[src/rtl/sar_sequencer.sv]
module sar_sequencer #(
  parameter int RES_W = 10,
  parameter int CNT_W = 5
) (
  input  logic             clk,
  input  logic             rst_n,
  input  logic             tick,
  input  logic             go_set,
  input  logic             go_clr,
  input  logic [2:0]       acq_sel,
  input  logic             cmp_hi,
  input  logic             wr_res,
  input  logic [RES_W-1:0] wr_data,
  input  logic             flag_clr,
  output logic             sample_on,
  output logic             discharge,
  output logic [RES_W-1:0] dac_code,
  output logic [RES_W-1:0] result,
  output logic             irq_flag,
  output logic             busy
);
  localparam int IDX_W = $clog2(RES_W);

  typedef enum logic [2:0] {S_DISCH, S_IDLE, S_ACQ, S_HOLD, S_CONV} state_t;

  state_t           state;
  logic [CNT_W-1:0] cnt;
  logic [IDX_W-1:0] bidx;
  logic [RES_W-1:0] decided;
  logic             dcnt;
  logic             running, abort, load_now, busy_d;
  logic [RES_W-1:0] trial, final_code;

  function automatic logic [CNT_W-1:0] acq_tads(input logic [2:0] sel);
    case (sel)
      3'd0: acq_tads = CNT_W'(0);
      3'd1: acq_tads = CNT_W'(2);
      3'd2: acq_tads = CNT_W'(4);
      3'd3: acq_tads = CNT_W'(6);
      3'd4: acq_tads = CNT_W'(8);
      3'd5: acq_tads = CNT_W'(12);
      3'd6: acq_tads = CNT_W'(16);
      default: acq_tads = CNT_W'(20);
    endcase
  endfunction

  assign running    = (state == S_ACQ) || (state == S_HOLD) || (state == S_CONV);
  assign abort      = go_clr && running;
  assign load_now   = (state == S_CONV) && tick && !go_clr && (bidx == '0);
  assign trial      = RES_W'(1) << bidx;
  assign final_code = decided | RES_W'(cmp_hi);

  always_comb begin
    if (go_clr || load_now) busy_d = 1'b0;
    else if (go_set)        busy_d = 1'b1;
    else                    busy_d = busy;
  end

  always_ff @(posedge clk) begin
    if (!rst_n) begin
      state    <= S_DISCH;
      dcnt     <= 1'b0;
      cnt      <= '0;
      bidx     <= '0;
      decided  <= '0;
      result   <= '0;
      irq_flag <= 1'b0;
      busy     <= 1'b0;
    end else begin
      busy <= busy_d;

      if (load_now)    result <= final_code;
      else if (wr_res) result <= wr_data;

      if (load_now)      irq_flag <= 1'b1;
      else if (flag_clr) irq_flag <= 1'b0;

      if (abort) begin
        state <= S_DISCH;
        dcnt  <= 1'b0;
      end else begin
        case (state)
          S_DISCH: if (tick) begin
            if (dcnt) begin
              dcnt <= 1'b0;
              if (busy_d) begin
                state <= S_ACQ;
                cnt   <= acq_tads(acq_sel);
              end else begin
                state <= S_IDLE;
              end
            end else begin
              dcnt <= 1'b1;
            end
          end
          S_IDLE: if (go_set && !go_clr) begin
            state <= S_ACQ;
            cnt   <= acq_tads(acq_sel);
          end
          S_ACQ: if (tick) begin
            if (cnt == '0) state <= S_HOLD;
            else           cnt   <= cnt - CNT_W'(1);
          end
          S_HOLD: if (tick) begin
            state   <= S_CONV;
            bidx    <= IDX_W'(RES_W - 1);
            decided <= '0;
          end
          S_CONV: if (tick) begin
            decided[bidx] <= cmp_hi;
            if (bidx == '0) begin
              state <= S_DISCH;
              dcnt  <= 1'b0;
            end else begin
              bidx <= bidx - IDX_W'(1);
            end
          end
          default: state <= S_DISCH;
        endcase
      end
    end
  end

  assign sample_on = (state == S_IDLE) || (state == S_ACQ);
  assign discharge = (state == S_DISCH);
  assign dac_code  = (state == S_CONV) ? (decided | trial) : '0;
endmodule

[config.mk]
export PLATFORM = sky130hd
export DESIGN_NAME = sar_sequencer
export DESIGN_NICKNAME = d
export VERILOG_FILES = /design/src/rtl/sar_sequencer.sv
export SDC_FILE = /design/constraint.sdc
export NUM_CORES = 1
export LEC_CHECK = 0
export BUFFER_PORTS_ARGS = -buffer_cell sky130_fd_sc_hd__buf_4
export CAP_MARGIN = 25
export CORE_MARGIN = 1
export CORE_UTILIZATION = 50
export CTS_CLUSTER_SIZE = 16
export DETAILED_ROUTE_END_ITERATION = 10
export PLACE_DENSITY_LB_ADDON = 0.12
export SLEW_MARGIN = 20
export SYNTH_ARGS = -nofsm -noshare
export SYNTH_HDL_FRONTEND = slang
export SYNTH_SLANG_ARGS = --single-unit
[constraint.sdc]
create_clock -name clk -period 3 [get_ports clk]
set_input_delay 0.45 -clock clk [delete_from_list [all_inputs] [get_ports clk]]
set_output_delay 0.45 -clock clk [all_outputs]
set_load 0.01 [all_outputs]
Yosys cells after proc, flatten, opt, wreduce, memory -nomap -nowiden:

Index checks and enable logic that the tools add are counted.
Widths: inputs -> output; s select.

* bits in registers: 35
* bits in latches: 0
* memory bits (writable): 0
* bits in read-only memories: 0
* output and inout bits: 24
* word-level logic and storage cells: 104
* memories kept: 0

* add/subtract/negate cells: 2
* multipliers: 0
* div/mod/pow operators: 0
* $lt $le $gt $ge: 2
* equality and inequality tests: 21
* shift-type cells: 1
* multiplexer cells: 40
* bitwise logic cells: 4
* reductions and logical operators: 26

Operator list (number)
* $mux 10: 5
* $pmux 5 s7: 1
* $mux 5: 6
* $mux 3: 8
* $pmux 10 s2: 1
* $reduce_and 8->1: 2
* $pmux 3 s5: 1
* $pmux 5 s3: 1
* $ne 2x2->1 const B: 7
* $eq 3x2->1 const B: 4
* $eq 3x3->1 const B: 4
* $mux 4: 3
* $bwmux 10: 1
* $or 10x1->10: 1
* $or 10x10->10: 1
* $shl 1x4->10 const A: 1
* $mux 1: 9
* $ne 2x1->1 const B: 4
* $pmux 4 s2: 1
* $reduce_and 4->1: 2
* $reduce_bool 2->1: 4
* $eq 3x1->1 const B: 2
* $logic_and 1x1->1: 6
* $logic_not 3->1: 2
* other kinds (15): 19

Depth between registers and ports, before layout:

Gate-level depths: netlist of the first run.

* depth after elaboration: 10
* gate-level depth with buffers: 7
* mapped depth without buffers: 6

Worst setup path before layout of the first run:

Ideal clock, no wire load.

* path type: register to register
* from: reg bidx[0]
* to: reg dcnt
* arrival: 1.755 ns
* required time: 2.884 ns
* path slack: 1.129 ns
* cell stages (with the launch flop): 7
* buffers on the path: 0
* clock period less this slack: 1.871 ns
* cells stage by stage: dfxtp_1 inv_1 ha_1 or3b_2 a2111oi_4 mux2i_1 nor2_1

* word-level cells in the longest chain between the ends: 3

Ends and longest elaborated chain
* from (decl): RTL line 28 `logic [IDX_W-1:0] bidx;`
* from (signal assigned): RTL line 106 `bidx <= IDX_W'(RES_W - 1);`
* from (signal assigned): RTL line 115 `bidx <= bidx - IDX_W'(1);`
* $logic_not 4->1: RTL line 111 `if (bidx == '0) begin`
* $ne 2x1->1 (no source line)
* $reduce_and 4->1 (no source line)
* to (signal assigned): RTL line 85 `dcnt <= 1'b0;`
* to (signal assigned): RTL line 93 `dcnt <= 1'b1;`
* to (signal assigned): RTL line 113 `dcnt <= 1'b0;`
* to (decl): RTL line 30 `logic dcnt;`

No other way between the ends.
A chain may end at the register's enable or synchronous reset.

Worst setup path in the final report of the first run:

* from: reg state[2]
* to: out dac_code[4]

* word-level cells in the longest chain between the ends: 2

Ends and longest elaborated chain
* from (decl): RTL line 26 `state_t state;`
* from (signal assigned): RTL line 61 `state <= S_DISCH;`
* from (signal assigned): RTL line 79 `state <= S_DISCH;`
* from (signal assigned): RTL line 87 `state <= S_ACQ;`
* $eq 3x3->1: RTL line 126 `assign dac_code = (state == S_CONV) ? (decided | trial) : '0;`
* $mux 10: RTL line 126
* to (decl): RTL line 17 `output logic [RES_W-1:0] dac_code,`

No other way between the ends.

==> results of run 1 <==
-- cell usage in the layout (no fill, tap or decap), drive strengths merged, types with 2 or more instances in the layout --
cell type,synthesis,routed
buf,11,48
dfxtp,35,35
nor2,29,29
mux2i,23,23
a21oi,19,19
nand2,18,18
o21ai,13,13
a211oi,12,12
nand3,10,10
inv,8,8
o2111ai,7,7
ha,7,7
clkbuf,2,5
nor3b,5,5
nor3,4,4
or3b,4,4
nor2b,4,4
nand3b,3,3
nand2b,3,3
clkinv,1,3
or3,2,2
or4,2,2
a31oi,2,2
o22ai,2,2
-- synth_stat cells (2+ instances only) --
| cell type | n |
|---|---|
| ha_1 | 7 |
| o2111ai_1 | 7 |
| or3_1 | 2 |
| dfxtp_1 | 35 |
| o21ai_0 | 12 |
| nor2b_1 | 4 |
| buf_2 | 7 |
| nor3b_1 | 4 |
| nand2_1 | 18 |
| mux2i_1 | 23 |
| inv_1 | 8 |
| a21oi_1 | 18 |
| nor3_1 | 4 |
| buf_4 | 3 |
| nand2b_1 | 3 |
| or4_1 | 2 |
| nor2_1 | 29 |
| nand3b_1 | 3 |
| nand3_1 | 10 |
| clkbuf_1 | 2 |
| or3b_2 | 4 |
| a211oi_1 | 11 |
-- registers in the layout, summed over array words and instances, names as in the netlist --
register / count
result: 10
irq_flag: 1
state: 3
cnt: 5
bidx: 4
dcnt: 1
decided: 10
busy: 1
-- final cells by class --
type	instances	area share
clock buffer	5	0.0270
clock inverter	3	0.0172
inverter	9	0.0132
multi-input combinational	186	0.502
sequential	35	0.275
tap	50	0.0245
timing repair buffer	48	0.141
-- power groups by stage --
| stage | logic, mW | registers, mW | clock network, mW |
|---|---|---|---|
| finish | 0.183 | 0.507 | 0.424 |
| global route | 0.202 | 0.511 | 0.455 |
| CTS | 0.184 | 0.507 | 0.433 |
| detailed placement | 0.182 | 0.518 | 0 |
| global placement | 0.181 | 0.517 | 0 |
| floorplan | 0.123 | 0.510 | 0 |
-- layer usage --
metal | vias to the layer above | GRT usage | share of wire
met5 | - | 0 | 0
met4 | 0 | 0.0851 | 0.014
met3 | 6 | 0.0582 | 0.040
met2 | 46 | 0.350 | 0.45
met1 | 858 | 0.315 | 0.50
li1 | 971 | - | -
-- worst paths after layout --
path,end,slack [ps],depth (start not counted)
worst max register to register,result[0]$_SDFFE_PN0P_,730,5
worst max-delay path,dac_code[4],650,3
worst min-delay path,busy$_SDFF_PN0_,370,2
worst min register to register,irq_flag$_SDFFE_PN0P_,480,2
-- logic make-up (layout without fill, tap and decap cells) --
family / Yosys count / in the layout
AOI/OAI and AO/OA: 64 / 64
xor gates and xnor gates: 2 / 2
buffers and inverters: 22 / 65
and+or+nand+nor: 90 / 90
muxes: 23 / 23
adders and majority gates: 7 / 7
DFF: 35 / 35
-- through the flow --
stage	cell area, um^2	hold WS, ps	utilization	power, mW	worst slack [ps]
2_1_floorplan	2080	452	-	0.633	1130
3_3_place_gp	2440	479	0.609	0.698	915
3_5_place_dp	2440	474	0.609	0.700	826
4_1_cts	2550	364	0.637	1.12	664
5_1_grt	2550	364	0.637	1.17	544
6_report	2550	366	0.637	1.11	654
-- critical path, cell delays in order, from the launching register on --
cell and delay [ps]:
dfxtp_1 640, or3b_2 650, nor2_1 180, buf_4 140
==> flow_metrics.py, run 1 <==
metrics = {
    "yosys": {
        "synth_edf_count": 0,
        "netlist.area_leader.share": 0.336,
        "synth_area_um2": 2080,
        "yosys.area_share.adder": 0.0420,
        "netlist_instances": 243,
        "synth.area.mux_share": 0.111,
        "synth_ff_type": "dfxtp_1",
        "yosys.area_share.xor_xnor": 0.00841,
        "yosys.area_share.simple": 0.233,
        "ys_seq_area_frac": 0.336,
        "synth_top_family_by_area": "simple AND/OR/NAND/NOR gates",
        "synth.distinct_cells": 49,
        "synth_compound_area_frac": 0.220,
        "synth_nets": 271,
        "synth_warnings": 0,
        "synth_seq_cells": 35,
        "synth_area_per_cell_um2": 8.57,
        "synthTopCellsByArea": "dfxtp_1 34%, mux2i_1 11%, nor2_1 5.2%",
        "synthArstFlopShare": 0,
        "synth_top_cell_by_area": "dfxtp_1",
    },
    "grt": {
        "antenna_found_initial": 0,
        "grtUsageTotal": 0.232,
        "grt_max_degree": 22,
        "grt_pass1_wl_mm": 7.67,
        "grt_pass1_vias": 1632,
        "overflow": 0,
    },
    "floorplan": {
        "start_util": 0.521,
        "die_x_um": 66.6,
        "core_um2": 4000,
        "rows": 23,
        "ioPinCount": 45,
        "die-area_um2": 4430,
        "die_h_um": 66.6,
    },
    "clock_tree": {
        "cts_tree": "built",
        "path_clk_slew_ps": 70,
        "post-cts-setup-buffers": 0,
        "cts-resized-gates": 0,
        "clk_latency_ps": 290,
        "htreeDepth": 2,
        "clock_path_buffers": 2,
        "cts_hold_buf": 0,
        "cts_root_buf": "clkbuf_8",
        "cts_buffers": 5,
        "cts.sink_count": 35,
    },
    "detailed_routing": {
        "via_per_inst": 5.60,
        "wl_per_cell_um": 14.1,
        "dr.pass1.iters": 4,
        "antenna_left": 0,
        "drt_wl_total_mm": 4.73,
        "vias": 1881,
        "first_iter_violations": 102,
        "drcViolationCount": 0,
    },
    "placement": {
        "io_buffers": 44,
        "dpl.hpwl_mm": 3.39,
        "gp_congestion": 0.870,
        "dp.cells": 328,
    },
    "cells_and_area": {
        "area_growth_pct": 22.4,
        "nets": 313,
        "multi_input_area_um2": 1280,
        "regArea_um2": 701,
        "layout-drive-gt1-share": 0.241,
        "diodes": 0,
        "fin_cells": 336,
        "n_fill_cell": 365,
    },
    "timing": {
        "finalCritPeriodShare": 0.782,
        "max_freq_mhz": 426,
        "fin_skew_ps": 5.57,
        "rsz0062_at_grt": "false",
        "tightest_slew_ps": 685,
        "hold_viol_final": 0,
        "tns_ps": 0,
        "finalCriticalPeriod_ps": 2350,
        "slew_violations": 0,
        "finalSetupViolCount": 0,
        "slew_headroom": 0.542,
    },
    "power_and_ir_drop": {
        "clock_power_share": 0.381,
        "p_comb_frac": 0.164,
        "vdd_drop_max_mv": 0.219,
        "switching_share": 0.260,
        "p_per_area_nw_per_um2": 437,
        "intPower_uw": 825,
        "netSwitchingPower_uw": 290,
        "seqPwrFrac": 0.455,
        "power.leakage_nw": 1.13,
    },
    "hold_path": {
        "hp-start": "tick",
        "min_path_type": "primary input to register",
    },
    "critical_path": {
        "cp.required_ps": 2550,
        "start_kind": "register",
        "end_kind": "output pin",
        "arrival_ps": 1900,
        "worstPathMaxFanout": 16,
        "crit_start": "state[2]$_SDFFE_PP0P_",
        "r2r_start": "state[2]$_SDFFE_PP0P_",
        "critical_path_class": "register to output pin",
    },
    "status": {
        "status": "finished, final reports clean",
    },
    "job": {
        "timing.max_cap.violations": 0,
    },
}
Power figures use the tool's default switching activity.
==> run 2, diff against run 1 <==
==> constraint.sdc (replaced) <==
create_clock -name clk -period 2.36 [get_ports clk]
set_input_delay 0.354 -clock clk [delete_from_list [all_inputs] [get_ports clk]]
set_output_delay 0.354 -clock clk [all_outputs]
set_load 0.01 [all_outputs]
==> flow_metrics.py, run 2 (synthesis gave the netlist of run 1 again) <==
metrics = {
    "status": {
        "status": "finished, final reports clean",
    },
    "timing": {
        "slew_headroom": 0.642,
        "fin_skew_ps": 3.40,
        "hold_ws_ps": 272,
        "tightest_slew_ps": 536,
        "max_freq_mhz": 480,
        "finalCriticalPeriod_ps": 2080,
        "rsz0062_at_grt": "false",
        "tns_ps": 0,
        "finalCritPeriodShare": 0.883,
        "slew_violations": 0,
        "hold_viol_final": 0,
        "finalSetupViolCount": 0,
    },
    "floorplan": {
        "die_h_um": 66.6,
        "rows": 23,
        "die_x_um": 66.6,
        "die-area_um2": 4430,
        "ioPinCount": 45,
        "core_um2": 4000,
        "start_util": 0.521,
    },
    "power_and_ir_drop": {
        "total_power_mw": 1.43,
        "p_per_area_nw_per_um2": 554,
        "power.leakage_nw": 1.14,
        "vdd_drop_max_mv": 0.392,
    },
    "grt": {
        "grt_pass1_wl_mm": 7.58,
        "grt_pass1_vias": 1697,
        "grt_max_degree": 22,
        "antenna_found_initial": 0,
        "grtUsageTotal": 0.228,
        "overflow": 0,
    },
    "clock_tree": {
        "cts_buffers": 5,
        "htreeDepth": 2,
        "cts.sink_count": 35,
        "cts_tree": "built",
        "cts_hold_buf": 0,
        "clock_path_buffers": 2,
        "cts_root_buf": "clkbuf_8",
        "cts-resized-gates": 0,
        "clk_latency_ps": 290,
        "post-cts-setup-buffers": 0,
        "path_clk_slew_ps": 70,
    },
    "critical_path": {
        "start_kind": "register",
        "end_kind": "output pin",
        "rr_endpoint": "dcnt$_SDFFE_PP0P_",
        "cp.required_ps": 2010,
        "cp-endpoint": "dac_code[4]",
        "r2r_start": "bidx[0]$_SDFFE_PN0P_",
        "rr_worst_depth": 6,
        "crit_start": "state[2]$_SDFFE_PP0P_",
        "arrival_ps": 1730,
        "critical_path_class": "register to output pin",
        "worstPathMaxFanout": 13,
        "reg2reg_slack_ps": 300,
    },
    "cells_and_area": {
        "area_growth_pct": 23.5,
        "final_cell_mix": "51 x buf_4, 35 x dfxtp_1, 29 x nor2_1",
        "layout-drive-gt1-share": 0.249,
        "final_common_cell": "buf_4",
        "fin_area_um2": 2570,
        "nets": 316,
        "top_regs": "decided (10), result (10), cnt (5)",
        "diodes": 0,
    },
    "detailed_routing": {
        "first_iter_violations": 125,
        "drt_wl_total_mm": 4.67,
        "vias": 1886,
        "wl_per_cell_um": 13.8,
        "dr.pass1.iters": 4,
        "antenna_left": 0,
        "drcViolationCount": 0,
        "via_per_inst": 5.56,
    },
    "job": {
        "timing.max_cap.violations": 0,
    },
    "placement": {
        "dpl.hpwl_mm": 3.43,
        "gp_congestion": 0.854,
        "io_buffers": 44,
        "placed_area_um2": 2460,
    },
    "hold_path": {
        "min_path_type": "primary input to register",
    },
}
run 2: worst min path at each step:
stage	startpoint	to	slack, ps	depth (start not counted)
global placement	irq_flag$_SDFFE_PN0P_	irq_flag$_SDFFE_PN0P_	470	2
detailed placement	irq_flag$_SDFFE_PN0P_	irq_flag$_SDFFE_PN0P_	470	2
finish	tick	busy$_SDFF_PN0_	270	2
global route	tick	busy$_SDFF_PN0_	270	2
floorplan	tick	busy$_SDFF_PN0_	440	1
CTS	tick	busy$_SDFF_PN0_	260	2
run 2: critical path: stages (launching register included):
cell and delay [ps]:
dfxtp_1 470, or3b_2 630, nor2_1 200, buf_4 140
run 2: routing by layer:
layer,global-route usage,wire length [um],vias up
met1,0.302,2280,849
met4,0.0771,58,0
met5,0,0,-
met3,0.0634,272,4
met2,0.352,2060,56
li1,-,-,977
run 2: layout make-up:
cell class	instances	area, um^2
Timing Repair Buffer	51	383
Multi-Input combinational cell	186	1280
Clock buffer	5	68.8
Inverter	9	33.8
Tap cell	50	62.6
Fill cell	339	1430
Clock inverter	3	43.8
Sequential cell	35	701
run 2: stage by stage:
step	setup slack [ps]	util	std cells
2_1_floorplan	489	-	243
3_3_place_gp	396	0.615	331
3_5_place_dp	326	0.615	331
4_1_cts	274	0.643	339
5_1_grt	182	0.643	339
6_report	275	0.643	339
run 2: power breakdown:
part           switching [mW]  internal [mW]  total (mW)  leakage (nW)
Sequential             0.0248          0.613       0.637         0.285
Clock                   0.229          0.314       0.543        0.0581
Combinational           0.118          0.126       0.245         0.799
Total                   0.372           1.05        1.43          1.14
==> run 3, diff against run 2 <==
==> constraint.sdc (replaced) <==
create_clock -name clk -period 2.19 [get_ports clk]
set_input_delay 0.3285 -clock clk [delete_from_list [all_inputs] [get_ports clk]]
set_output_delay 0.3285 -clock clk [all_outputs]
set_load 0.01 [all_outputs]
==> flow_metrics.py, run 3 (synthesis gave the netlist of run 1 again) <==
metrics = {
    "floorplan": {
        "die-area_um2": 4430,
        "die_h_um": 66.6,
        "rows": 23,
        "start_util": 0.521,
        "core_um2": 4000,
        "die_x_um": 66.6,
        "ioPinCount": 45,
    },
    "detailed_routing": {
        "first_iter_violations": 93,
        "drcViolationCount": 0,
        "antenna_left": 0,
        "vias": 1935,
        "via_per_inst": 5.69,
        "wl_per_cell_um": 14.3,
        "drt_wl_total_mm": 4.86,
        "dr.pass1.iters": 4,
    },
    "power_and_ir_drop": {
        "power.leakage_nw": 1.15,
        "vdd_drop_max_mv": 0.457,
        "p_per_area_nw_per_um2": 631,
    },
    "cells_and_area": {
        "layout-drive-gt1-share": 0.248,
        "area_growth_pct": 24.8,
        "diodes": 0,
        "fin_cells": 340,
        "nets": 317,
        "top_regs": "decided (10), result (10), cnt (5)",
        "final_cell_mix": "52 x buf_4, 35 x dfxtp_1, 29 x nor2_1",
        "final_common_cell": "buf_4",
    },
    "critical_path": {
        "rr_endpoint": "bidx[0]$_SDFFE_PN0P_",
        "start_kind": "register",
        "r2r_start": "bidx[0]$_SDFFE_PN0P_",
        "cp.required_ps": 2370,
        "arrival_ps": 2220,
        "critical_path_class": "register to register",
        "critical_path.cell_chain": "inv_1, ha_1, or3b_2, nor2_1, o21ai_0, and3_1",
        "rr_worst_depth": 6,
        "slowest_stage": "or3b_2",
        "worstPathMaxFanout": 6,
        "end_kind": "register",
        "reg2reg_slack_ps": 150,
        "cp_slowest_stage_delay_ps": 520,
    },
    "grt": {
        "grtUsageTotal": 0.228,
        "grt_use_met1": 0.301,
        "grt_pass1_vias": 1711,
        "grt_pass1_wl_mm": 7.72,
        "grtUsageMet3": 0.0514,
        "antenna_found_initial": 0,
        "grt_util_met2": 0.369,
        "top_usage_layer": "met2",
        "grt_max_degree": 22,
        "overflow": 0,
    },
    "hold_path": {
        "hold_depth": 2,
        "hp-start": "tick",
        "hold_end": "busy$_SDFF_PN0_",
        "min_path_type": "primary input to register",
    },
    "timing": {
        "slew_headroom": 0.678,
        "finalCritPeriodShare": 0.930,
        "slew_violations": 0,
        "tns_ps": 0,
        "rsz0062_at_grt": "false",
        "finalCriticalPeriod_ps": 2040,
        "tightest_slew_ps": 482,
        "finalSetupViolCount": 0,
        "max_freq_mhz": 491,
        "hold_viol_final": 0,
        "fin_skew_ps": 1.77,
    },
    "clock_tree": {
        "cts_root_buf": "clkbuf_8",
        "cts_hold_buf": 0,
        "clk_latency_ps": 290,
        "cts_buffers": 5,
        "cts-resized-gates": 0,
        "cts.sink_count": 35,
        "cts_tree": "built",
        "clock_path_buffers": 2,
        "post-cts-setup-buffers": 0,
        "path_clk_slew_ps": 70,
        "htreeDepth": 2,
    },
    "job": {
        "timing.max_cap.violations": 0,
    },
    "placement": {
        "gp_congestion": 0.904,
        "io_buffers": 44,
        "dpl.hpwl_mm": 3.50,
        "dp.cells": 332,
    },
    "status": {
        "status": "finished, final reports clean",
    },
}
==> run 3: final cells by class <==
cell class	instances	area, um^2
clock buffers	6	72.6
fillers	350	1400
repair buffers	52	390
multi-input cells	186	1280
inverters	9	33.8
well taps	50	62.6
clock inverters	2	60.1
flip-flops and latches	35	701
==> run 3: through the flow <==
step | hold slack, ps | worst slack, ps | total power [mW] | area, um^2 | util
5_1_grt | 251 | 50.3 | 1.71 | 2600 | 0.650
3_5_place_dp | 474 | 176 | 0.967 | 2470 | 0.617
6_report | 248 | 153 | 1.64 | 2600 | 0.650
4_1_cts | 244 | 139 | 1.65 | 2600 | 0.650
3_3_place_gp | 466 | 231 | 0.964 | 2470 | 0.617
2_1_floorplan | 416 | 319 | 0.867 | 2080 | -
==> run 3: how the worst max path moves through the flow <==
stage,start,end,slack [ps],cells after the start
after CTS,bidx[0]$_SDFFE_PN0P_,bidx[0]$_SDFFE_PN0P_,140,6
final,bidx[0]$_SDFFE_PN0P_,bidx[0]$_SDFFE_PN0P_,150,6
after floorplan,bidx[0]$_SDFFE_PN0P_,dcnt$_SDFFE_PP0P_,320,6
after detailed placement,bidx[0]$_SDFFE_PN0P_,dcnt$_SDFFE_PP0P_,180,6
after global routing,bidx[0]$_SDFFE_PN0P_,dcnt$_SDFFE_PP0P_,50,6
after global placement,bidx[0]$_SDFFE_PN0P_,dcnt$_SDFFE_PP0P_,230,6
==> run 3: power breakdown <==
group          switching (mW)  leakage (nW)  internal [mW]
Combinational           0.131         0.805          0.136
Clock                   0.233        0.0654          0.455
Sequential             0.0252         0.285          0.661
==> run 3: routing by layer <==
| layer | vias up | part of all wire |
|---|---|---|
| li1 | 975 | - |
| met1 | 902 | 0.49 |
| met2 | 51 | 0.45 |
| met3 | 7 | 0.047 |
| met4 | 0 | 0.013 |
| met5 | - | 0 |
==> run 3: critical path, delay by kind of cell, from the launching register on <==
kind	cells	cell delay (ps)
adders and majority gates	1	290
DFF	1	350
and+or+nand+nor	3	1020
AOI/OAI and AO/OA	1	150
buffers and inverters	1	130
